$ cat config.mk
export PLATFORM = sky130hd
export DESIGN_NAME = rail_supervisor
export DESIGN_NICKNAME = d
export VERILOG_FILES = /design/src/rtl/rail_sup_pkg.sv /design/src/rtl/sup_prescaler.sv /design/src/rtl/sup_timer.sv /design/src/rtl/sup_deglitch.sv /design/src/rtl/sup_seq_fsm.sv /design/src/rtl/rail_supervisor.sv
export SDC_FILE = /design/constraint.sdc
export NUM_CORES = 1
export LEC_CHECK = 0
export BUFFER_PORTS_ARGS = -buffer_cell sky130_fd_sc_hd__buf_2
export CAP_MARGIN = 25
export CORE_MARGIN = 2
export CORE_UTILIZATION = 45
export CTS_CLUSTER_DIAMETER = 40
export DETAILED_ROUTE_END_ITERATION = 16
export SETUP_SLACK_MARGIN = 0.02
export SLEW_MARGIN = 20
export SYNTH_ARGS = -nofsm -noshare
export SYNTH_HDL_FRONTEND = slang
export SYNTH_HIERARCHICAL = 1
export SYNTH_SLANG_ARGS = --single-unit
$ cat constraint.sdc
create_clock -name clk -period 4.82 [get_ports clk]
set_input_delay 0.723 -clock clk [delete_from_list [all_inputs] [get_ports clk]]
set_output_delay 0.723 -clock clk [all_outputs]
set_load 0.05 [all_outputs]
$ cat src/rtl/rail_sup_pkg.sv
package rail_sup_pkg;
   typedef enum logic [1:0] {
      ST_IDLE = 2'd0,
      ST_SOFT = 2'd1,
      ST_RUN  = 2'd2,
      ST_HOFF = 2'd3
   } seq_state_t;
endpackage

$ cat src/rtl/sup_prescaler.sv
module sup_prescaler #(
   parameter int DIV = 1000
) (
   input  logic clk,
   input  logic rst_n,
   output logic tick_o
);
   initial begin : p_param_check
      if (DIV < 1) $error("sup_prescaler: DIV must be at least 1");
   end

   generate
      if (DIV == 1) begin : g_pass
         assign tick_o = 1'b1;
      end else begin : g_count
         localparam int W = $clog2(DIV);
         localparam logic [W-1:0] LAST = W'(DIV - 1);
         logic [W-1:0] cnt_q;

         always_ff @(posedge clk) begin
            if (!rst_n)              cnt_q <= '0;
            else if (cnt_q == LAST)  cnt_q <= '0;
            else                     cnt_q <= cnt_q + 1'b1;
         end

         assign tick_o = (cnt_q == LAST);
      end
   endgenerate
endmodule

$ cat src/rtl/sup_timer.sv
module sup_timer #(
   parameter int LIMIT = 600
) (
   input  logic clk,
   input  logic rst_n,
   input  logic clr_i,
   input  logic tick_i,
   output logic done_o
);
   localparam int W = $clog2(LIMIT + 1);
   localparam logic [W-1:0] END_CNT = W'(LIMIT);

   initial begin : p_param_check
      if (LIMIT < 1) $error("sup_timer: LIMIT must be at least 1");
   end

   logic [W-1:0] cnt_q;

   always_ff @(posedge clk) begin
      if (!rst_n)                          cnt_q <= '0;
      else if (clr_i)                      cnt_q <= '0;
      else if (tick_i && cnt_q != END_CNT) cnt_q <= cnt_q + 1'b1;
   end

   assign done_o = (cnt_q == END_CNT);

   AST_TMR_NO_OVERFLOW: assert property (@(posedge clk) disable iff (!rst_n) cnt_q <= END_CNT);
endmodule

$ cat src/rtl/sup_deglitch.sv
module sup_deglitch #(
   parameter int TICKS = 22,
   parameter bit INIT  = 1'b0
) (
   input  logic clk,
   input  logic rst_n,
   input  logic clr_i,
   input  logic tick_i,
   input  logic raw_i,
   output logic filt_o
);
   localparam int W = $clog2(TICKS + 1);
   localparam logic [W-1:0] LAST = W'(TICKS - 1);

   initial begin : p_param_check
      if (TICKS < 1) $error("sup_deglitch: TICKS must be at least 1");
   end

   logic [W-1:0] cnt_q;
   logic         filt_q;

   always_ff @(posedge clk) begin
      if (!rst_n || clr_i) begin
         filt_q <= INIT;
         cnt_q  <= '0;
      end else if (raw_i == filt_q) begin
         cnt_q  <= '0;
      end else if (tick_i) begin
         if (cnt_q == LAST) begin
            filt_q <= raw_i;
            cnt_q  <= '0;
         end else begin
            cnt_q  <= cnt_q + 1'b1;
         end
      end
   end

   assign filt_o = filt_q;

   AST_DG_ON_TICK: assert property (@(posedge clk) disable iff (!rst_n)
      !$stable(filt_q) |-> ($past(tick_i) || $past(clr_i)));
endmodule

$ cat src/rtl/sup_seq_fsm.sv
module sup_seq_fsm
   import rail_sup_pkg::*;
#(
   parameter int N_RAIL    = 3,
   parameter int T_SS      = 600,
   parameter int T_HIC_ON  = 2400,
   parameter int T_HIC_OFF = 3000
) (
   input  logic              clk,
   input  logic              rst_n,
   input  logic              tick_i,
   input  logic              shutdown_i,
   input  logic              uv_any_i,
   output logic [N_RAIL-1:0] rail_en_o,
   output logic              softstart_o,
   output logic              run_o
);
   seq_state_t state_q, state_d;
   logic ss_done, hon_done, hoff_done;

   sup_timer #(.LIMIT(T_SS)) u_ss_tmr (
      .clk(clk), .rst_n(rst_n), .clr_i(state_q != ST_SOFT),
      .tick_i(tick_i), .done_o(ss_done));

   sup_timer #(.LIMIT(T_HIC_ON)) u_hon_tmr (
      .clk(clk), .rst_n(rst_n), .clr_i(!(state_q == ST_RUN && uv_any_i)),
      .tick_i(tick_i), .done_o(hon_done));

   sup_timer #(.LIMIT(T_HIC_OFF)) u_hoff_tmr (
      .clk(clk), .rst_n(rst_n), .clr_i(state_q != ST_HOFF),
      .tick_i(tick_i), .done_o(hoff_done));

   always_comb begin
      state_d = state_q;
      if (shutdown_i) begin
         state_d = ST_IDLE;
      end else begin
         case (state_q)
            ST_IDLE: state_d = ST_SOFT;
            ST_SOFT: if (ss_done)   state_d = ST_RUN;
            ST_RUN:  if (hon_done)  state_d = ST_HOFF;
            ST_HOFF: if (hoff_done) state_d = ST_SOFT;
            default: state_d = ST_IDLE;
         endcase
      end
   end

   always_ff @(posedge clk) begin
      if (!rst_n) state_q <= ST_IDLE;
      else        state_q <= state_d;
   end

   assign rail_en_o   = {N_RAIL{state_q == ST_SOFT || state_q == ST_RUN}};
   assign softstart_o = (state_q == ST_SOFT);
   assign run_o       = (state_q == ST_RUN);

   AST_SHUTDOWN_IDLE: assert property (@(posedge clk) disable iff (!rst_n)
      shutdown_i |=> state_q == ST_IDLE);
   AST_IDLE_EXIT: assert property (@(posedge clk) disable iff (!rst_n)
      state_q == ST_IDLE |=> (state_q != ST_RUN && state_q != ST_HOFF));
   AST_HOFF_EXIT: assert property (@(posedge clk) disable iff (!rst_n)
      state_q == ST_HOFF |=> state_q != ST_RUN);
endmodule

$ cat src/rtl/rail_supervisor.sv
module rail_supervisor #(
   parameter int N_RAIL     = 3,
   parameter int PRESCALE   = 1000,
   parameter int T_SS       = 600,
   parameter int T_PG_DG    = 2200,
   parameter int T_RESET    = 200000,
   parameter int T_HIC_ON   = 2400,
   parameter int T_HIC_OFF  = 3000,
   parameter int T_THERM_DG = 22,
   parameter int T_UVLO_DG  = 22
) (
   input  logic              clk,
   input  logic              rst_n,
   input  logic              enable_i,
   input  logic              therm_hot_i,
   input  logic              vin_low_i,
   input  logic [N_RAIL-1:0] rail_uv_i,
   input  logic [N_RAIL-1:0] rail_ok_i,
   input  logic [N_RAIL-1:0] rail_ovh_i,
   input  logic [N_RAIL-1:0] rail_ovl_i,
   output logic [N_RAIL-1:0] rail_en_o,
   output logic [N_RAIL-1:0] hs_off_o,
   output logic              softstart_o,
   output logic              power_ok_o
);
   initial begin : p_param_check
      if (N_RAIL < 1) $error("rail_supervisor: N_RAIL must be at least 1");
   end

   logic tick, therm_f, vin_f, shutdown, run;
   logic status_q, good_f, hold_done;

   sup_prescaler #(.DIV(PRESCALE)) u_presc (
      .clk(clk), .rst_n(rst_n), .tick_o(tick));

   sup_deglitch #(.TICKS(T_THERM_DG), .INIT(1'b0)) u_therm_dg (
      .clk(clk), .rst_n(rst_n), .clr_i(1'b0), .tick_i(tick),
      .raw_i(therm_hot_i), .filt_o(therm_f));

   sup_deglitch #(.TICKS(T_UVLO_DG), .INIT(1'b1)) u_vin_dg (
      .clk(clk), .rst_n(rst_n), .clr_i(1'b0), .tick_i(tick),
      .raw_i(vin_low_i), .filt_o(vin_f));

   assign shutdown = !enable_i || therm_f || vin_f;

   sup_seq_fsm #(
      .N_RAIL(N_RAIL), .T_SS(T_SS), .T_HIC_ON(T_HIC_ON), .T_HIC_OFF(T_HIC_OFF)
   ) u_seq (
      .clk(clk), .rst_n(rst_n), .tick_i(tick), .shutdown_i(shutdown),
      .uv_any_i(|rail_uv_i), .rail_en_o(rail_en_o),
      .softstart_o(softstart_o), .run_o(run));

   // Rail status with hysteresis: low flag wins, all-in-regulation sets.
   always_ff @(posedge clk) begin
      if (!rst_n)           status_q <= 1'b0;
      else if (|rail_uv_i)  status_q <= 1'b0;
      else if (&rail_ok_i)  status_q <= 1'b1;
   end

   sup_deglitch #(.TICKS(T_PG_DG), .INIT(1'b0)) u_pg_dg (
      .clk(clk), .rst_n(rst_n), .clr_i(!run), .tick_i(tick),
      .raw_i(status_q), .filt_o(good_f));

   sup_timer #(.LIMIT(T_RESET)) u_hold_tmr (
      .clk(clk), .rst_n(rst_n), .clr_i(!(run && good_f)),
      .tick_i(tick), .done_o(hold_done));

   assign power_ok_o = run && good_f && hold_done;

   generate
      for (genvar r = 0; r < N_RAIL; r++) begin : g_ov
         logic inhib_q;
         always_ff @(posedge clk) begin
            if (!rst_n) inhib_q <= 1'b0;
            else        inhib_q <= rail_ovh_i[r] || (inhib_q && rail_ovl_i[r]);
         end
         assign hs_off_o[r] = inhib_q;

         AST_OV_FORCE: assert property (@(posedge clk) disable iff (!rst_n)
            rail_ovh_i[r] |=> hs_off_o[r]);
         AST_OV_FREE: assert property (@(posedge clk) disable iff (!rst_n)
            (!rail_ovh_i[r] && !rail_ovl_i[r]) |=> !hs_off_o[r]);
      end
   endgenerate

   AST_EN_DROP_OFF: assert property (@(posedge clk) disable iff (!rst_n)
      !enable_i |=> (rail_en_o == '0 && !power_ok_o));
   AST_PG_AFTER_SEQ: assert property (@(posedge clk) disable iff (!rst_n)
      power_ok_o |-> (!softstart_o && (&rail_en_o)));
endmodule

-- Word-level counts from Yosys, hierarchy flattened
Index checks and enable logic that the tools add are counted.
- logic and storage cells: 95
- register bits: 93
- bits of input ports: 17
- equality and inequality tests: 23
- reductions and logical operators: 37
- add/sub/neg operators: 8
- bitwise gates (word level): 4
- muxes and demuxes: 7
- operator list (operator ; number):
    $add A12 B1 Y12 const B ; 3
    $eq A12 B12 Y1 const B ; 3
    $ne A12 B12 Y1 const B ; 2
    $add A10 B1 Y10 const B ; 2
    $eq A10 B10 Y1 const B ; 2
    $add A18 B1 Y18 const B ; 1
    $eq A18 B18 Y1 const B ; 1
    $ne A18 B18 Y1 const B ; 1
    $reduce_and A3 Y1 ; 5
    $reduce_or A2 Y1 ; 7
    $mux W12 ; 1
    $add A5 B1 Y5 const B ; 2
    $eq A5 B5 Y1 const B ; 2
    $logic_and A1 B1 Y1 ; 10
    $mux W5 ; 2
    $ne A10 B10 Y1 const B ; 1
    $ne A2 B1 Y1 const B ; 4
    $pmux W2 S4 ; 1
    $logic_or A1 B1 Y1 ; 7
    $mux W2 ; 3
    $eq A2 B2 Y1 const B ; 2
    $not A1 Y1 ; 4
    $reduce_and A2 Y1 ; 2
    $reduce_or A4 Y1 ; 1
    other kinds (6) ; 10

-- Longest topological paths before layout
- depth in word-level cells: 4
- depth in mapped cells: 9

-- Cells and area by module
Netlist, hierarchy kept.
- by module, submodules not included (module ; sequential area each (µm²) ; instances ; cells each ; area an instance (µm²)):
    sup_timer at u_hold_tmr ; 360.3 ; 1 ; 105 ; 944.7
    sup_timer at u_seq.u_hon_tmr ; 240.2 ; 1 ; 76 ; 643.1
    sup_timer at u_seq.u_hoff_tmr ; 240.2 ; 1 ; 73 ; 623.1
    sup_deglitch at u_pg_dg ; 260.2 ; 1 ; 62 ; 600.6
    sup_timer at u_seq.u_ss_tmr ; 200.2 ; 1 ; 66 ; 590.6
    sup_prescaler ; 200.2 ; 1 ; 54 ; 478.0
    sup_deglitch at u_vin_dg ; 120.1 ; 1 ; 31 ; 300.3
    sup_deglitch at u_therm_dg ; 120.1 ; 1 ; 30 ; 299.0
    sup_seq_fsm ; 40.0 ; 1 ; 24 ; 206.4
    rail_supervisor ; 80.1 ; 1 ; 21 ; 192.7

-- Worst setup path before layout
Ideal clock, no wire load.
- kind: register to register
- from: reg u_presc.g_count.cnt_q[0]
- to: reg u_hold_tmr.cnt_q[12]
- data required time: 4.706 ns
- clock period less this slack: 3.460 ns
- data arrival time: 3.346 ns
- slack: 1.360 ns
- path buffers: 1
- cell stages (with the launch flop): 10
- cells stage by stage: dfxtp_1 ha_1 nand4bb_1 nor3_1 buf_4 clkinv_1 or3_4 or3_1 xor2_1 nor2_1
- longest elaborated chain between the ends: 2
- ends and longest elaborated chain (item ; line ; text):
    from (decl) ; sup_prescaler.sv:18 ; logic [W-1:0] cnt_q;
    from (signal assigned) ; sup_prescaler.sv:23 ; else cnt_q <= cnt_q + 1'b1;
    $eq A10 B10 Y1 ; sup_prescaler.sv:26 ; assign tick_o = (cnt_q == LAST);
    via tick ; rail_supervisor.sv:30 ; logic tick, therm_f, vin_f, shutdown, run;
    $logic_and A1 B1 Y1 ; sup_timer.sv:22 ; else if (tick_i && cnt_q != END_CNT) cnt_q <= cnt_q + 1'b1;
    to (signal assigned) ; sup_timer.sv:22 ;
    to (decl) ; sup_timer.sv:17 ; logic [W-1:0] cnt_q;
The timed path passes the listed nets, and every way through them passes these cells.
A chain may end at the register's enable or synchronous reset.

-- Worst setup path in the final report
Ends and elaborated chain as after synthesis.

==> results.ini <==
[floorplan]
die_h_um=108
core_um2=10700
start_util_pct=45.6
rows=38
die-area_um2=11700
ios=25
die_w_um=108

[logic_synthesis]
synthDistinctLibCells=76
synth_area_per_cell_um2=9.00
synth-seq-cells=93
seq_area_frac_synth_pct=38.2
ys.warnings.count=6
yosys_most_used_dff=dfxtp_1
synth-edff-count=0
synth-async-reset-ratio_pct=0
syn-cell-area_um2=4880
synth_cells=542

[critical_path]
critPathLaunchType=register
required_ns=5.07
worstPathMaxFanout=52
worstSetupPathType=reg -> reg
crit_arrival_ns=2.98
cp-end-kind=register

[run]
cap_violations=0

[power_and_ir_drop]
combPwrFrac_pct=2.6
p_sw_uw=294
peakVddDrop_mv=0.204
pwr_density_cell_nw_per_um2=264
seqPwrFrac_pct=55.6
intPower_uw=1110
clkPwrFrac_pct=41.8
leakage_uw=0.00180
sw_frac_of_total_pct=21.0

[cells_and_area]
area_growth_pct=8.67
nets=598
fillers=1028
diodes=0
design_area_um2=5300
layout-drive-gt1-share_pct=13.2

[place]
port_buffers=24
placed_area_um2=5080
dp_slack_ns=2.09
place_hpwl_um=6320
gp_congestion=0.819

[clock_network]
htree_levels=3
cts_root_buf=clkbuf_8
cts_hold_buffers=0
clockBufferDepth=2
cts_made_buffers=9
cts_sinks=93
cts_setup_buffers=0
clk-insertion-delay-late_ns=0.37
cts.clk_slew.worst_paths_ns=0.09
cts_tree=done
cts_resized=0

[worst_hold_path]
hp-class=reg -> reg

[sta]
finalCritPeriodShare_pct=56.8
hold_violations=0
fmax_mhz=365
slew_headroom_pct=57.8
min_period_ns=2.74
rsz0062_at_grt=false
finClkSkew_ns=0.00842
finalSetupViolCount=0
worstMarginPinSlew_ns=0.633
slew_viol_final=0
setup_ws_ns=2.08
fin_hold_ws_ns=0.470
fin_setup_tns_ns=0

[outcome]
outcome=complete, no violations

[detailed_routing]
vias_per_cell=5.46
firstDrtPassIters=4
via_count=3867
wl_um=9070
wl_per_cell_um=12.8
drt-initial-drc-count=140
ant_nets=0
drc_errors=0

[grt]
grt_usage_pct=17.1
grt_pass1_wl_um=16100
grt_max_degree=53
antenna_found_initial=0
overflow=0
grt_pass1_vias=3623

## area by class of cell
class	count	area, um^2	share of cell area, %
Timing Repair Buffer	25	128	2.41
Sequential cell	93	1860	35.1
Clock buffer	12	155	2.93
Clock inverter	4	70.1	1.32
Multi-Input combinational cell	404	2800	52.8
Inverter	30	113	2.12
Tap cell	140	175	3.30
## cells in the mapped netlist (3+ instances only)
library cell  count  area [um^2]
nor2_1           52          195
and3_1            4         25.0
a21oi_1          22          110
xnor2_1           8         70.1
clkbuf_1          4         15.0
nor4bb_1          3         30.0
or4_1            13         97.6
xor2_1           35          307
nand4_1          26          163
or3_1            13         81.3
nand3b_1          4         30.0
o211ai_1          6         45.0
mux2i_1           9         90.1
buf_6             3         33.8
buf_4             8         60.1
nor2b_1          11         68.8
nor3_1            6         30.0
o41ai_1           4         35.0
nand4_2           4         50.1
o21ai_0          15         75.1
inv_1            29          109
a31oi_1           4         25.0
nand2_1          41          154
ha_1             18          225
o31ai_1           9         67.6
nand2b_1         12         75.1
nand3_1          24          120
dfxtp_1          93         1860
## registers in the layout, indices dropped and copies added, names as in the netlist
register,flops
u_pg_dg/cnt_q,12
g_ov.inhib_q,3
u_vin_dg/filt_o,1
u_therm_dg/cnt_q,5
u_pg_dg/filt_o,1
u_therm_dg/filt_o,1
status_q,1
u_seq/u_hoff_tmr/cnt_q,12
u_presc/g_count.cnt_q,10
u_vin_dg/cnt_q,5
u_seq/state_q,2
u_seq/u_ss_tmr/cnt_q,10
u_seq/u_hon_tmr/cnt_q,12
u_hold_tmr/cnt_q,18
## per-stage QoR
step	total power [uW]	instances	util (%)
3_3_place_gp	832	692	47.5
2_1_floorplan	821	543	-
5_1_grt	1460	708	49.6
4_1_cts	1430	708	49.6
3_5_place_dp	833	692	47.5
6_report	1400	708	49.6
## metal layers
| layer | GRT usage (%) | vias to the layer above | share of wire [%] | routed length, um |
|---|---|---|---|---|
| met5 | 0 | - | 0 | 0 |
| met4 | 7.97 | 0 | 2.1 | 191 |
| met3 | 3.07 | 12 | 3.0 | 270 |
| met2 | 27.0 | 55 | 44 | 3960 |
| met1 | 22.6 | 1820 | 51 | 4640 |
| li1 | - | 1980 | - | - |
## worst max-delay path: stages, from the launching register on
cell and delay [ns]:
dfxtp_1 0.37, ha_1 0.24, nand4bb_1 0.26, nor3_2 0.17
buf_4 0.49, clkinv_1 0.15, or3_4 0.42, or3_1 0.33
xor2_1 0.13, nor2_1 0.05
## logic make-up (layout without fill, tap and decap cells)
family / after synthesis / count (layout) / share of synthesized area [%]
AO/OA/AOI/OAI: 79 / 79 / 11.2
multiplexers: 9 / 9 / 1.85
other: 1 / 2 / 0.0769
flip-flops: 93 / 93 / 38.2
AND/OR/NAND/NOR: 253 / 253 / 31.7
XOR/XNOR: 43 / 43 / 7.72
buffers and inverters: 46 / 71 / 4.64
adder cells (fa/ha/maj): 18 / 18 / 4.62
## layout by cell type, fill, tap and decap left out, types with 4 or more instances in the layout
cell and n:
xor2_1 35, ha_1 18, nor2b_1 11, a21oi_1 22
nand3b_1 4, nand3_1 24, o21ai_0 15, or4_1 13
o31ai_1 9, nand4_1 26, o41ai_1 4, mux2i_1 9
inv_1 29, and3_1 4, dfxtp_1 93, nand2b_1 12
xnor2_1 8, nand2_1 41, o211ai_1 6, clkbuf_8 11
nor3_1 5, or3_1 13, nor2_1 52, buf_2 24
nand4_2 4, a31oi_1 4
## power groups by stage
stage	clock [uW]	sequential, uW	combinational, uW
2_1_floorplan	0	796	24.6
3_3_place_gp	0	797	35.5
3_5_place_dp	0	797	36.5
4_1_cts	615	779	36.7
5_1_grt	639	780	40.1
6_report	587	779	36.4
## worst paths after layout
check | from | end | slack, ns | cells after the start
max reg2reg | u_presc/g_count.cnt_q[0]$_SDFF_PP0_ | u_hold_tmr/cnt_q[12]$_SDFFE_PP0P_ | 2.08 | 9
max | u_presc/g_count.cnt_q[0]$_SDFF_PP0_ | u_hold_tmr/cnt_q[12]$_SDFFE_PP0P_ | 2.08 | 9
min reg2reg | u_presc/g_count.cnt_q[0]$_SDFF_PP0_ | u_presc/g_count.cnt_q[0]$_SDFF_PP0_ | 0.47 | 1
min | u_presc/g_count.cnt_q[0]$_SDFF_PP0_ | u_presc/g_count.cnt_q[0]$_SDFF_PP0_ | 0.47 | 1
Note: power is estimated with default switching activity, not from simulation.
